--- src/rtl/uload_pkg.sv ---
package uload_pkg;
  localparam logic [5:0] OPC_LWU = 6'b101111;

  typedef enum logic [1:0] {
    PRIV_KERNEL = 2'b00,
    PRIV_SUPER  = 2'b01,
    PRIV_USER   = 2'b10,
    PRIV_RSVD   = 2'b11
  } priv_e;

  typedef enum logic [2:0] {
    EXC_NONE    = 3'd0,
    EXC_RSVD    = 3'd1,
    EXC_ADDR    = 3'd2,
    EXC_REFILL  = 3'd3,
    EXC_INVALID = 3'd4,
    EXC_BUS     = 3'd5
  } exc_e;

  typedef enum logic {
    ST_IDLE = 1'b0,
    ST_WAIT = 1'b1
  } st_e;
endpackage

--- src/rtl/uload_decode.sv ---
module uload_decode
  import uload_pkg::*;
#(
  parameter int unsigned XLEN = 64,
  parameter int unsigned ILEN = 32,
  parameter int unsigned IMMW = 16
) (
  input  logic [ILEN-1:0] instr_i,
  input  logic [XLEN-1:0] base_val_i,
  input  logic            mode64_i,
  input  logic [1:0]      priv_i,
  output logic            hit_o,
  output logic [4:0]      rt_o,
  output logic [XLEN-1:0] ea_o,
  output logic            rsvd_o,
  output logic            misal_o
);
  localparam int unsigned HW = 32;

  logic [IMMW-1:0] imm;
  logic [XLEN-1:0] imm_sx;
  logic [HW-1:0]   sum32;
  logic [XLEN-1:0] ea64, ea32;
  logic            unused_base_idx;

  assign imm             = instr_i[IMMW-1:0];
  assign rt_o            = instr_i[20:16];
  assign unused_base_idx = ^instr_i[25:21];
  assign hit_o           = (instr_i[31:26] == OPC_LWU);

  assign imm_sx = {{(XLEN-IMMW){imm[IMMW-1]}}, imm};
  assign ea64   = base_val_i + imm_sx;
  assign sum32  = base_val_i[HW-1:0] + imm_sx[HW-1:0];
  assign ea32   = {{(XLEN-HW){sum32[HW-1]}}, sum32};
  assign ea_o   = mode64_i ? ea64 : ea32;

  // 32-bit mode is only legal at kernel privilege
  assign rsvd_o  = !mode64_i && (priv_i != PRIV_KERNEL);
  assign misal_o = |ea_o[1:0];
endmodule

--- src/rtl/uload_lane_sel.sv ---
module uload_lane_sel #(
  parameter int unsigned XLEN  = 64,
  parameter int unsigned WORDW = 32
) (
  input  logic [XLEN-1:0]                        data_i,
  input  logic [$clog2(XLEN/WORDW)-1:0]          lane_i,
  output logic [XLEN-1:0]                        zext_o
);
  localparam int unsigned NLANE = XLEN / WORDW;

  logic [WORDW-1:0] lanes [NLANE];

  for (genvar g = 0; g < NLANE; g++) begin : g_lane
    assign lanes[g] = data_i[g*WORDW +: WORDW];
  end

  assign zext_o = {{(XLEN-WORDW){1'b0}}, lanes[lane_i]};
endmodule

--- src/rtl/uload_word_unit.sv ---
module uload_word_unit
  import uload_pkg::*;
#(
  parameter int unsigned XLEN  = 64,
  parameter int unsigned ILEN  = 32,
  parameter int unsigned WORDW = 32
) (
  input  logic            clk_i,
  input  logic            rst_ni,
  input  logic            start_i,
  input  logic [ILEN-1:0] instr_i,
  input  logic [XLEN-1:0] base_val_i,
  input  logic            mode64_i,
  input  logic [1:0]      priv_i,
  input  logic            big_endian_i,
  input  logic            reverse_endian_i,
  input  logic [1:0]      xlat_fault_i,
  output logic            mem_req_o,
  output logic [XLEN-1:0] mem_addr_o,
  input  logic            mem_rsp_valid_i,
  input  logic [XLEN-1:0] mem_rsp_data_i,
  input  logic            mem_rsp_err_i,
  output logic            wb_en_o,
  output logic [4:0]      wb_idx_o,
  output logic [XLEN-1:0] wb_data_o,
  output logic            done_o,
  output logic [2:0]      exc_code_o,
  output logic            busy_o
);
  localparam int unsigned LW = $clog2(XLEN / WORDW);

  st_e             st_q;
  logic            hit, rsvd, misal;
  logic [4:0]      rt, rt_q;
  logic [XLEN-1:0] ea, paddr, ld_zext;
  logic [LW-1:0]   lane_d, lane_q;
  exc_e            pre_exc;

  uload_decode #(.XLEN(XLEN), .ILEN(ILEN)) i_decode (
    .instr_i    (instr_i),
    .base_val_i (base_val_i),
    .mode64_i   (mode64_i),
    .priv_i     (priv_i),
    .hit_o      (hit),
    .rt_o       (rt),
    .ea_o       (ea),
    .rsvd_o     (rsvd),
    .misal_o    (misal)
  );

  // physical side: reverse-endian flips bit 2; lane uses virtual bit 2 ^ big-endian
  assign paddr  = {ea[XLEN-1:3], ea[2] ^ reverse_endian_i, ea[1:0]};
  assign lane_d = LW'(ea[2] ^ big_endian_i);

  always_comb begin
    if (rsvd)                       pre_exc = EXC_RSVD;
    else if (misal)                 pre_exc = EXC_ADDR;
    else if (xlat_fault_i[0])       pre_exc = EXC_REFILL;
    else if (xlat_fault_i[1])       pre_exc = EXC_INVALID;
    else                            pre_exc = EXC_NONE;
  end

  uload_lane_sel #(.XLEN(XLEN), .WORDW(WORDW)) i_lane_sel (
    .data_i (mem_rsp_data_i),
    .lane_i (lane_q),
    .zext_o (ld_zext)
  );

  always_ff @(posedge clk_i or negedge rst_ni) begin
    if (!rst_ni) begin
      st_q       <= ST_IDLE;
      mem_req_o  <= 1'b0;
      mem_addr_o <= '0;
      rt_q       <= '0;
      lane_q     <= '0;
      wb_en_o    <= 1'b0;
      wb_idx_o   <= '0;
      wb_data_o  <= '0;
      done_o     <= 1'b0;
      exc_code_o <= EXC_NONE;
    end else begin
      mem_req_o <= 1'b0;
      done_o    <= 1'b0;
      wb_en_o   <= 1'b0;
      unique case (st_q)
        ST_IDLE: begin
          if (start_i && hit) begin
            if (pre_exc != EXC_NONE) begin
              done_o     <= 1'b1;
              exc_code_o <= pre_exc;
            end else begin
              mem_req_o  <= 1'b1;
              mem_addr_o <= paddr;
              rt_q       <= rt;
              lane_q     <= lane_d;
              st_q       <= ST_WAIT;
            end
          end
        end
        ST_WAIT: begin
          if (mem_rsp_valid_i) begin
            done_o <= 1'b1;
            st_q   <= ST_IDLE;
            if (mem_rsp_err_i) begin
              exc_code_o <= EXC_BUS;
            end else begin
              exc_code_o <= EXC_NONE;
              wb_en_o    <= (rt_q != 5'd0);
              wb_idx_o   <= rt_q;
              wb_data_o  <= ld_zext;
            end
          end
        end
        default: st_q <= ST_IDLE;
      endcase
    end
  end

  assign busy_o = (st_q == ST_WAIT);

  AST_IGNORE_OPC: assert property (@(posedge clk_i) disable iff (!rst_ni)
    (!busy_o && start_i && instr_i[31:26] != OPC_LWU) |=> (!done_o && !mem_req_o && !busy_o));
  AST_REQ_ALIGNED: assert property (@(posedge clk_i) disable iff (!rst_ni)
    mem_req_o |-> (mem_addr_o[1:0] == 2'b00));
  AST_RSVD_32BIT: assert property (@(posedge clk_i) disable iff (!rst_ni)
    (!busy_o && start_i && instr_i[31:26] == OPC_LWU && !mode64_i && priv_i != PRIV_KERNEL)
      |=> (done_o && exc_code_o == EXC_RSVD && !mem_req_o));
  AST_REQ_PULSE: assert property (@(posedge clk_i) disable iff (!rst_ni)
    mem_req_o |=> !mem_req_o);
  AST_WB_ZEXT: assert property (@(posedge clk_i) disable iff (!rst_ni)
    wb_en_o |-> (wb_data_o[XLEN-1:WORDW] == '0));
  AST_RSP_DONE: assert property (@(posedge clk_i) disable iff (!rst_ni)
    (busy_o && mem_rsp_valid_i) |=> (done_o && !busy_o));
  AST_WB_NOT_R0: assert property (@(posedge clk_i) disable iff (!rst_ni)
    wb_en_o |-> (wb_idx_o != 5'd0));
  AST_BUS_ERR: assert property (@(posedge clk_i) disable iff (!rst_ni)
    (busy_o && mem_rsp_valid_i && mem_rsp_err_i) |=> (!wb_en_o && exc_code_o == EXC_BUS));
  AST_WB_WITH_DONE: assert property (@(posedge clk_i) disable iff (!rst_ni)
    wb_en_o |-> (done_o && exc_code_o == EXC_NONE));
endmodule

--- config.mk ---
export PLATFORM = sky130hd
export DESIGN_NAME = uload_word_unit
export DESIGN_NICKNAME = d
export VERILOG_FILES = /design/src/rtl/uload_pkg.sv /design/src/rtl/uload_decode.sv /design/src/rtl/uload_lane_sel.sv /design/src/rtl/uload_word_unit.sv
export SDC_FILE = /design/constraint.sdc
export NUM_CORES = 1
export LEC_CHECK = 0
export CAP_MARGIN = 20
export CORE_MARGIN = 2
export CORE_UTILIZATION = 39
export DETAILED_ROUTE_END_ITERATION = 6
export GPL_TIMING_DRIVEN = 0
export PLACE_DENSITY = 0.78
export RECOVER_POWER = 25
export SLEW_MARGIN = 0
export SYNTH_ARGS = -nofsm -noshare
export SYNTH_HDL_FRONTEND = slang
export SYNTH_HIERARCHICAL = 1
export SYNTH_SLANG_ARGS = --single-unit
--- constraint.sdc ---
create_clock -name clk_i -period 3.62 [get_ports clk_i]
set_input_delay 0.724 -clock clk_i [delete_from_list [all_inputs] [get_ports clk_i]]
set_output_delay 0.724 -clock clk_i [all_outputs]
set_load 0.02 [all_outputs]
==> impl_metrics.py, run 1 <==
metrics = {
    "status": {
        "outcome": "complete, but fails checks",
        "violations": "max-capacitance violations, max-slew violations, negative setup slack",
    },
    "logic_synthesis": {
        "yosysTopAreaCell": "dfrtp_1",
        "ys_ff_latch": 146,
        "yosysWarnings": 6,
        "syn_area_per_cell_um2": 10.2,
        "synth_edf_count": 0,
        "yosys.cell_types.count": 77,
        "synth-async-reset-ratio": 1.00,
        "syn_area_mm2": 0.0108,
        "netlist_instances": 1058,
        "synth_top_area_frac": 0.337,
        "synth.top_cells.by_count": "dfrtp_1 (146), mux2_4 (98), a21oi_1 (88)",
        "ys.flop_type": "dfrtp_1",
        "synth-seq-area-share": 0.337,
        "yosysMostFrequentCell": "dfrtp_1",
        "synth_area_leaders": "dfrtp_1 (34%), mux2_4 (14%), mux2_2 (7.8%)",
    },
    "die": {
        "core_area_mm2": 0.0276,
        "dieArea_mm2": 0.0291,
        "row_count": 61,
        "initial_utilization": 0.393,
        "num_io_pins": 312,
        "fp.dieH_um": 171,
        "die_x_um": 171,
    },
    "critical_path": {
        "crit_slowest_cell": "clkdlybuf4s50_1",
        "timing.rr.start": "busy_o",
        "end_kind": "flop",
        "worstPathRequired_ps": 3920,
        "worst_ep_arrival_time_ps": 3990,
        "critical_path.max_stage_delay_ps": 520,
        "startpoint": "base_val_i[17]",
        "path_buf_inv": 2,
        "critical_path.top_delay_family": "compound AO/OA/AOI/OAI gates",
        "critPathMaxFanout": 8,
        "path_cells": "clkdlybuf4s50_1 -> ha_4 -> o21ai_0 -> a211oi_2 -> a211o_1 -> a311oi_2 -> o41ai_4 -> buf_4 -> a21oi_4 -> o311ai_4 -> nor4b_1 -> or4_4 -> mux2_4",
        "crit_type": "input port to flop",
        "start_kind": "input port",
    },
    "sta": {
        "setup_viol": 2,
        "rsz0062_at_grt": "yes",
        "hold_viol_final": 0,
        "worst_slew_pin_slew_ps": 1580,
        "drv_slew": 62,
        "fmax_mhz": 271,
        "clock_skew_ps": 7.92,
        "maxSlewHeadroom": -0.0565,
        "timing.hold.ws_ps": 503,
        "worst_slack_ps": -64.7,
        "period_minus_slack_ps": 3680,
        "period_share": 1.02,
    },
    "cts": {
        "clock_latency_ps": 420,
        "clk_pin_slew_ps": 60,
        "cts_buffer_depth": 2,
        "htreeDepth": 4,
        "clock_sinks": 146,
        "tritoncts": "yes",
        "cts_root_buf": "clkbuf_16",
        "cts_made_buffers": 17,
    },
    "power": {
        "seq_power_share": 0.335,
        "vdd.ir_drop.worst_v": 0.000307,
        "clock_power_share": 0.352,
        "leakage_uw": 0.00721,
        "netSwitchingFraction": 0.303,
        "power_frac_comb": 0.313,
        "p_int_uw": 3580,
        "p_per_area_mw_per_mm2": 326,
        "switching_power_uw": 1560,
        "power_uw": 5130,
    },
    "final_layout": {
        "diodes": 0,
        "drive_gt1_frac": 0.263,
        "multi_input_comb_area_mm2": 0.00718,
        "final_net_count": 1650,
        "fill_cells": 2338,
        "seqCellArea_mm2": 0.00365,
        "syn2layout_area_growth_pct": 45.4,
    },
    "detailed_routing": {
        "vias": 9533,
        "routed_wl_um": 33000,
        "drc": 0,
        "dr.pass1.iters": 5,
        "drt_iter0_drc": 708,
        "ant_nets": 0,
        "vias_per_cell": 5.28,
        "wl_per_cell_um": 18.3,
    },
    "global_routing": {
        "grt_usage": 0.218,
        "grt-ovfl-total": 0,
        "grt_max_degree": 87,
        "grt_pass1_vias": 9361,
        "grt_first_pass_wirelength_um": 49900,
        "antenna_found_initial": 0,
    },
    "flow_run": {
        "cap_violations": 1,
    },
    "placed_design": {
        "port_buffers": 300,
        "dpl.hpwl_um": 25400,
        "gp_congestion": 0.955,
    },
    "worst_hold_path": {
        "hold_path_class": "flop to flop",
        "worstHoldStart": "wb_data_o[3]",
    },
}
-- power by group through the flow --
| stage | sequential, uW | combinational (uW) | clock (uW) |
|---|---|---|---|
| final | 1720 | 1610 | 1800 |
| after global routing | 1730 | 1740 | 1930 |
| after CTS | 1720 | 1520 | 1850 |
| after detailed placement | 1750 | 1430 | 0 |
| after global placement | 1750 | 1400 | 0 |
| after floorplan | 1820 | 789 | 0 |
-- final cells by class --
type                            count  area share
Timing Repair Buffer              322       0.203
Sequential cell                   146       0.232
Multi-Input combinational cell    824       0.455
Inverter                           28     0.00667
Clock inverter                     12     0.00984
Tap cell                          378      0.0300
Clock buffer                       19      0.0281
Buffer                             75      0.0356
-- cells in the final DEF (no fill, tap or decap), types with 19 or more instances in the layout --
cell type	Yosys	routed
a21oi_1	88	79
mux2_4	98	98
inv_1	28	28
ha_1	63	38
nand2_1	70	68
clkdlybuf4s50_1	0	276
mux2_2	75	75
nand4_1	19	19
nand3_1	25	23
buf_4	37	56
ha_4	0	22
xnor2_1	34	33
conb_1	1	32
nor2_1	45	43
dfrtp_1	146	146
o21ai_0	65	58
-- cells by family after synthesis --
group,share of synthesized area
buf+inv,0.0656
mux,0.215
fa+ha+maj,0.0746
simple gates,0.107
other cells,0.000346
xor+xnor,0.0404
flops,0.337
compound gates,0.160
-- routing by layer --
layer	up-vias	track usage	wire, um
met4	0	0.116	1630
met2	429	0.377	16000
met1	4499	0.255	12900
met5	-	0	0
li1	4521	-	-
met3	84	0.0444	2440
-- flip-flops by register name, indices dropped and copies added (netlist names) --
signal / count
rt_q: 5
wb_en_o: 1
mem_addr_o: 64
mem_req_o: 1
exc_code_o: 3
busy_o: 1
wb_data_o: 64
wb_idx_o: 5
lane_q: 1
done_o: 1
-- per-stage QoR --
step | utilization | instances | cell area, um2 | setup WS, ps | TNS, ps
2_1_floorplan | - | 1089 | 11000 | -11.0 | -11.0
3_3_place_gp | 0.524 | 1767 | 14400 | -4150 | -689480
3_5_place_dp | 0.526 | 1769 | 14500 | -1200 | -24160
4_1_cts | 0.562 | 1799 | 15500 | -8.88 | -8.88
5_1_grt | 0.572 | 1804 | 15800 | -112 | -264
6_report | 0.572 | 1804 | 15800 | -64.7 | -111
-- path summary, 6_finish.rpt --
check                                      end  cells past startpoint  slack (ps)
worst max register to register    wb_data_o[6]                      5        1810
worst min register to register    wb_data_o[3]                      1         500
min in group asynchronous        wb_data_o[56]                      1         700
worst min-delay path              wb_data_o[3]                      1         500
worst max-delay path            mem_addr_o[58]                     13         -60
max in group asynchronous       mem_addr_o[51]                      2         840
-- repair_timing --
action | CTS | global route
hold buffers | 0 | 0
endpoints found under the setup margin | 30 | 25
buffers inserted | 9 | 10
gates cloned | 1 | 0
resized for setup | 82 | 62
pin swaps | 20 | 17
(Power assumes the default switching activity.)
==> run 2, diff against run 1 <==
--- a/config.mk
+++ b/config.mk
@@ -6,11 +6,10 @@
 export NUM_CORES = 1
 export LEC_CHECK = 0
 export CAP_MARGIN = 20
-export CORE_MARGIN = 2
-export CORE_UTILIZATION = 39
+export CORE_UTILIZATION = 53
 export DETAILED_ROUTE_END_ITERATION = 6
 export GPL_TIMING_DRIVEN = 0
-export PLACE_DENSITY = 0.78
+export PLACE_DENSITY = 0.95
 export RECOVER_POWER = 25
 export SLEW_MARGIN = 0
 export SYNTH_ARGS = -nofsm -noshare
==> run 2 against run 1 <==
  * Clock-buffer cell count down 1
  * Total power is 0.39% higher
  * Sequential share of layout area hardly changed
  * The flow finishes with violations (design-rule violations, negative setup slack)
  * Global-route usage increased by 12 points
  * Final cell count shrank 5.9%
  * First-iteration DRC count rose by 2.7%
  * Hold slack gained 4.7 ps
  * Non-clock buffer count rose by 5
  * Worst setup slack got worse by 72 ps
  * Largest cell class unchanged
==> impl_metrics.py, run 2 (synthesis gave the netlist of run 1 again) <==
metrics = {
    "critical_path": {
        "timing.rr.start": "busy_o",
        "r2r_cells": 5,
        "startpoint": "base_val_i[5]",
        "worstPathRequired_ps": 3930,
        "worst_ep_arrival_time_ps": 4060,
        "start_kind": "input port",
        "r2r_slack_ps": 1780,
        "end_kind": "flop",
        "crit_type": "input port to flop",
        "timing.rr.end": "wb_data_o[29]",
        "critPathMaxFanout": 7,
    },
    "sta": {
        "clock_skew_ps": 8.97,
        "worst_slew_pin_slew_ps": 1490,
        "period_minus_slack_ps": 3760,
        "setup_viol": 12,
        "fmax_mhz": 266,
        "finalSetupTns_ps": -564,
        "period_share": 1.04,
        "rsz0062_at_grt": "yes",
        "worst_slack_ps": -137,
        "maxSlewHeadroom": 0.00548,
        "hold_viol_final": 0,
        "drv_slew": 0,
    },
    "flow_run": {
        "cap_violations": 0,
    },
    "detailed_routing": {
        "drt_iter0_drc": 727,
        "routed_wl_um": 37500,
        "ant_nets": 0,
        "drc": 1,
        "vias": 10300,
        "wl_per_cell_um": 22.1,
        "dr.pass1.iters": 7,
        "vias_per_cell": 6.04,
    },
    "power": {
        "switching_power_uw": 1670,
        "netSwitchingFraction": 0.325,
        "power_frac_comb": 0.327,
        "clock_power_share": 0.338,
        "p_int_uw": 3480,
        "leakage_uw": 0.00729,
        "p_per_area_mw_per_mm2": 327,
        "seq_power_share": 0.335,
        "vdd.ir_drop.worst_v": 0.000290,
    },
    "final_layout": {
        "drive_gt1_frac": 0.273,
        "final_net_count": 1655,
        "final_cell_mix": "clkdlybuf4s50_1 (272), dfrtp_1 (146), mux2_4 (98), a21oi_1 (76), mux2_2 (75)",
        "syn2layout_area_growth_pct": 45.3,
        "fin_area_mm2": 0.0157,
        "final_common_cell": "clkdlybuf4s50_1",
        "reg.largest.list": "mem_addr_o: 64 flops, wb_data_o: 64 flops",
        "fin_util": 0.796,
        "final_cells": 1697,
        "diodes": 0,
    },
    "die": {
        "dieArea_mm2": 0.0210,
        "fp.dieH_um": 145,
        "core_area_mm2": 0.0198,
        "row_count": 51,
        "initial_utilization": 0.548,
        "num_io_pins": 312,
        "die_x_um": 145,
    },
    "cts": {
        "htreeDepth": 4,
        "clk_pin_slew_ps": 60,
        "cts_made_buffers": 17,
        "clock_sinks": 146,
        "cts_root_buf": "clkbuf_16",
        "clock_latency_ps": 420,
        "cts_buffer_depth": 2,
        "tritoncts": "yes",
    },
    "placed_design": {
        "dpl.hpwl_um": 26000,
        "port_buffers": 300,
        "gp_congestion": 0.931,
        "dp_slack_ps": -1340,
        "placed_cell_area_mm2": 0.0143,
        "dp.cells": 1656,
    },
    "global_routing": {
        "grt_usage": 0.335,
        "grt_pass1_vias": 10200,
        "grt_first_pass_wirelength_um": 55300,
        "antenna_found_initial": 1,
        "grt_max_degree": 86,
        "grt-ovfl-total": 0,
    },
    "status": {
        "outcome": "complete, but fails checks",
        "violations": "design-rule violations, negative setup slack",
    },
    "worst_hold_path": {
        "hold_path_class": "flop to flop",
        "holdPathEnd": "wb_data_o[32]",
        "worstHoldStart": "wb_data_o[32]",
        "hold_depth": 1,
    },
}
run 2: changes by cell type in the layout (fill, tap and decap cells not counted), sizes merged, moves of 2 or more:
cell,delta
buf,+6
clkbuf,-4
clkdlybuf4s50,-4
dlymetal6s2s,+4
inv,+4
bufinv,-2
run 2: per-stage QoR:
step / hold slack [ps] / power, uW
final: 507 / 5150
after global routing: 518 / 5360
after CTS: 290 / 5030
after detailed placement: 493 / 3180
after global placement: 487 / 3130
after floorplan: 428 / 2610
run 2: worst max path at each step:
| stage | to | slack [ps] | cells past startpoint |
|---|---|---|---|
| floorplan | mem_addr_o[58] | -10 | 13 |
| global placement | mem_addr_o[55] | -3940 | 1 |
| detailed placement | mem_addr_o[58] | -1340 | 14 |
| CTS | mem_addr_o[48] | -50 | 14 |
| global route | mem_addr_o[62] | -180 | 11 |
| finish | mem_addr_o[58] | -140 | 10 |
run 2: repair_timing:
action                     in CTS  in global routing
buffers inserted               17                 10
pin swaps                      25                 25
setup endpoints to repair      32                 25
cloned                          2                  1
gates resized for setup        93                 61
hold buffers                    0                  0
run 2: final cells by class:
class / instances / area (um2)
Buffer: 70 / 522
Clock buffer: 18 / 439
Clock inverter: 14 / 141
Fill cell: 1164 / 4040
Inverter: 28 / 105
Multi-Input combinational cell: 824 / 7210
Sequential cell: 146 / 3650
Tap cell: 265 / 332
Timing Repair Buffer: 332 / 3340
run 2: power groups by stage:
stage               clock [uW]  sequential, uW  combinational [uW]
global placement             0            1750                1390
floorplan                    0            1820                 789
global route              1840            1730                1790
finish                    1740            1730                1680
detailed placement           0            1750                1430
CTS                       1750            1720                1550
run 2: per-layer routing:
metal	global-route usage	share of wire	vias up
li1	-	-	4532
met1	0.387	0.37	4937
met2	0.576	0.48	607
met3	0.0547	0.072	180
met4	0.213	0.074	0
met5	0	0	-
run 2: critical path, cell delays in order:
cell             delay, ps
clkdlybuf4s50_1        520
ha_2                   280
and2_1                 170
o41a_1                 460
a211o_1                390
a211oi_4               340
xnor2_2                150
and2_4                 220
or4_4                  530
mux2_4                 280
==> run 3, diff against run 2 <==
--- a/config.mk
+++ b/config.mk
@@ -6,6 +6,7 @@
 export NUM_CORES = 1
 export LEC_CHECK = 0
 export CAP_MARGIN = 20
+export CORE_MARGIN = 4
 export CORE_UTILIZATION = 53
 export DETAILED_ROUTE_END_ITERATION = 6
 export GPL_TIMING_DRIVEN = 0
==> run 3 against run 2 <==
  * The flow finishes with violations (max-capacitance violations, max-slew violations, negative setup slack)
  * First-iteration DRC count decreased by 3.0%
  * Sequential share of layout area about the same
  * Routed wire length decreased by 1.8%
  * Global-route usage decreased by 4.0 points
  * Clock-buffer cell count decreased by 1
  * Maximum frequency increased by 2.2%
  * Flip-flop and latch count unchanged
  * Die area increased by 8.4%
  * Final cell count increased by 0.35%
  * Sequential power about the same
  * Register-to-register slack improved by 110 ps
==> impl_metrics.py, run 3 (synthesis gave the netlist of run 1 again) <==
metrics = {
    "cts": {
        "tritoncts": "yes",
        "htreeDepth": 4,
        "cts_made_buffers": 17,
        "cts_root_buf": "clkbuf_16",
        "clock_latency_ps": 420,
        "cts_buffer_depth": 2,
        "clock_sinks": 146,
        "clk_pin_slew_ps": 60,
        "holdBufCountCts": 0,
    },
    "detailed_routing": {
        "drc": 0,
        "ant_nets": 0,
        "dr.pass1.iters": 7,
        "drt_iter0_drc": 705,
        "vias": 10100,
        "wl_per_cell_um": 21.6,
        "vias_per_cell": 5.95,
        "routed_wl_um": 36800,
    },
    "sta": {
        "hold_viol_final": 0,
        "rsz0062_at_grt": "yes",
        "clock_skew_ps": 6.79,
        "period_share": 1.02,
        "timing.hold.ws_ps": 507,
        "setup_viol": 2,
        "drv_slew": 45,
        "worst_slack_ps": -57.3,
        "worst_slew_pin_slew_ps": 2400,
        "period_minus_slack_ps": 3680,
        "finalSetupTns_ps": -57.9,
        "maxSlewHeadroom": -0.602,
        "fmax_mhz": 272,
    },
    "critical_path": {
        "crit_type": "input port to flop",
        "startpoint": "base_val_i[5]",
        "timing.rr.start": "busy_o",
        "worst_ep_arrival_time_ps": 3980,
        "critical_path.max_stage_delay_ps": 550,
        "end_kind": "flop",
        "start_kind": "input port",
        "path_cells": "clkdlybuf4s50_1 -> ha_4 -> and2_1 -> o41a_1 -> a211o_1 -> a211oi_4 -> xnor2_2 -> and2_4 -> clkbuf_8 -> or4_4 -> mux2_4",
        "crit_slowest_cell": "or4_4",
        "worstPathRequired_ps": 3920,
        "critPathMaxFanout": 7,
    },
    "worst_hold_path": {
        "hold_path_class": "flop to flop",
        "worstHoldStart": "mem_addr_o[28]",
    },
    "final_layout": {
        "drive_gt1_frac": 0.268,
        "final_net_count": 1654,
        "final_cell_mix": "clkdlybuf4s50_1 (272), dfrtp_1 (146), mux2_4 (98), a21oi_1 (81), mux2_2 (75)",
        "fin_util": 0.779,
        "syn2layout_area_growth_pct": 45.0,
        "final_common_cell": "clkdlybuf4s50_1",
        "reg.largest.list": "mem_addr_o: 64 flops, wb_data_o: 64 flops",
    },
    "status": {
        "violations": "max-capacitance violations, max-slew violations, negative setup slack",
        "outcome": "complete, but fails checks",
    },
    "flow_run": {
        "cap_violations": 1,
    },
    "die": {
        "core_area_mm2": 0.0202,
        "num_io_pins": 312,
        "fp.dieH_um": 151,
        "dieArea_mm2": 0.0228,
        "row_count": 52,
        "die_x_um": 151,
        "initial_utilization": 0.537,
    },
    "global_routing": {
        "antenna_found_initial": 3,
        "grt_first_pass_wirelength_um": 52700,
        "grt-ovfl-total": 0,
        "grt_usage": 0.295,
        "grt_pass1_vias": 9936,
        "grt_max_degree": 104,
    },
    "power": {
        "p_per_area_mw_per_mm2": 326,
        "seq_power_share": 0.337,
        "power_uw": 5120,
        "clock_power_share": 0.336,
        "netSwitchingFraction": 0.325,
        "vdd.ir_drop.worst_v": 0.000264,
        "power_frac_comb": 0.327,
        "switching_power_uw": 1670,
        "leakage_uw": 0.00725,
        "p_int_uw": 3460,
    },
    "placed_design": {
        "port_buffers": 300,
        "dpl.hpwl_um": 26400,
        "dp_slack_ps": -1160,
        "gp_congestion": 0.978,
    },
}
==> run 3: cell count changes in the layout (fill, tap and decap cells not counted), moves of 2 or more <==
| cell | before | now |
|---|---|---|
| a21oi_2 | 10 | 5 |
| diode_2 | 0 | 3 |
| a211oi_4 | 2 | 4 |
| buf_4 | 62 | 58 |
| a21oi_1 | 76 | 81 |
| o21ai_0 | 57 | 59 |
| buf_6 | 10 | 12 |
| a211oi_2 | 4 | 1 |
| o21ai_1 | 5 | 3 |
| dlygate4sd2_1 | 15 | 12 |
| clkbuf_1 | 12 | 15 |
| clkdlybuf4s15_1 | 0 | 2 |
==> run 3: critical path, delay by kind of cell <==
kind	cells	cell delay [ps]
AND/OR/NAND/NOR	3	870
AO/OA/AOI/OAI	3	1100
buffers and inverters	2	630
XOR/XNOR	1	160
multiplexers	1	280
adder cells (fa/ha/maj)	1	210
==> run 3: path summary, 6_finish.rpt <==
path	endpoint	slack [ps]	depth (start not counted)
setup / recovery	mem_addr_o[48]	-60	11
hold / removal	mem_addr_o[28]	510	1
setup reg to reg	wb_data_o[31]	1890	5
hold reg to reg	mem_addr_o[28]	510	1
max in group asynchronous	lane_q	670	2
min in group asynchronous	mem_addr_o[11]	1030	1
==> run 3: power by group through the flow <==
stage | registers (uW) | logic (uW) | clock network [uW]
after detailed placement | 1750 | 1430 | 0
after CTS | 1720 | 1550 | 1740
after global placement | 1750 | 1390 | 0
after floorplan | 1820 | 789 | 0
after global routing | 1730 | 1780 | 1820
final | 1730 | 1680 | 1720
==> run 3: area by class of cell <==
type	count	area, um2
Antenna cell	3	7.51
Buffer	75	571
Clock buffer	17	425
Clock inverter	14	144
Fill cell	1249	4460
Inverter	28	105
Multi-Input combinational cell	824	7210
Sequential cell	146	3650
Tap cell	270	338
Timing Repair Buffer	326	3260
==> run 3: through the flow <==
step / area, um2 / cells
2_1_floorplan: 11000 / 1089
4_1_cts: 15400 / 1696
6_report: 15700 / 1703
3_5_place_dp: 14400 / 1661
3_3_place_gp: 14300 / 1659
5_1_grt: 15700 / 1703
==> run 3: timing repair <==
item / CTS / global route
gates resized for setup: 88 / 76
buffers inserted: 16 / 6
endpoints found under the setup margin: 31 / 28
gates cloned: 1 / 2
pin swaps: 26 / 26
==> run 3: routing by layer <==
| layer | part of all wire | GRT usage | vias to the layer above |
|---|---|---|---|
| li1 | - | - | 4526 |
| met1 | 0.36 | 0.331 | 4819 |
| met2 | 0.49 | 0.516 | 596 |
| met3 | 0.080 | 0.0557 | 194 |
| met4 | 0.072 | 0.180 | 0 |
| met5 | 0 | 0 | - |
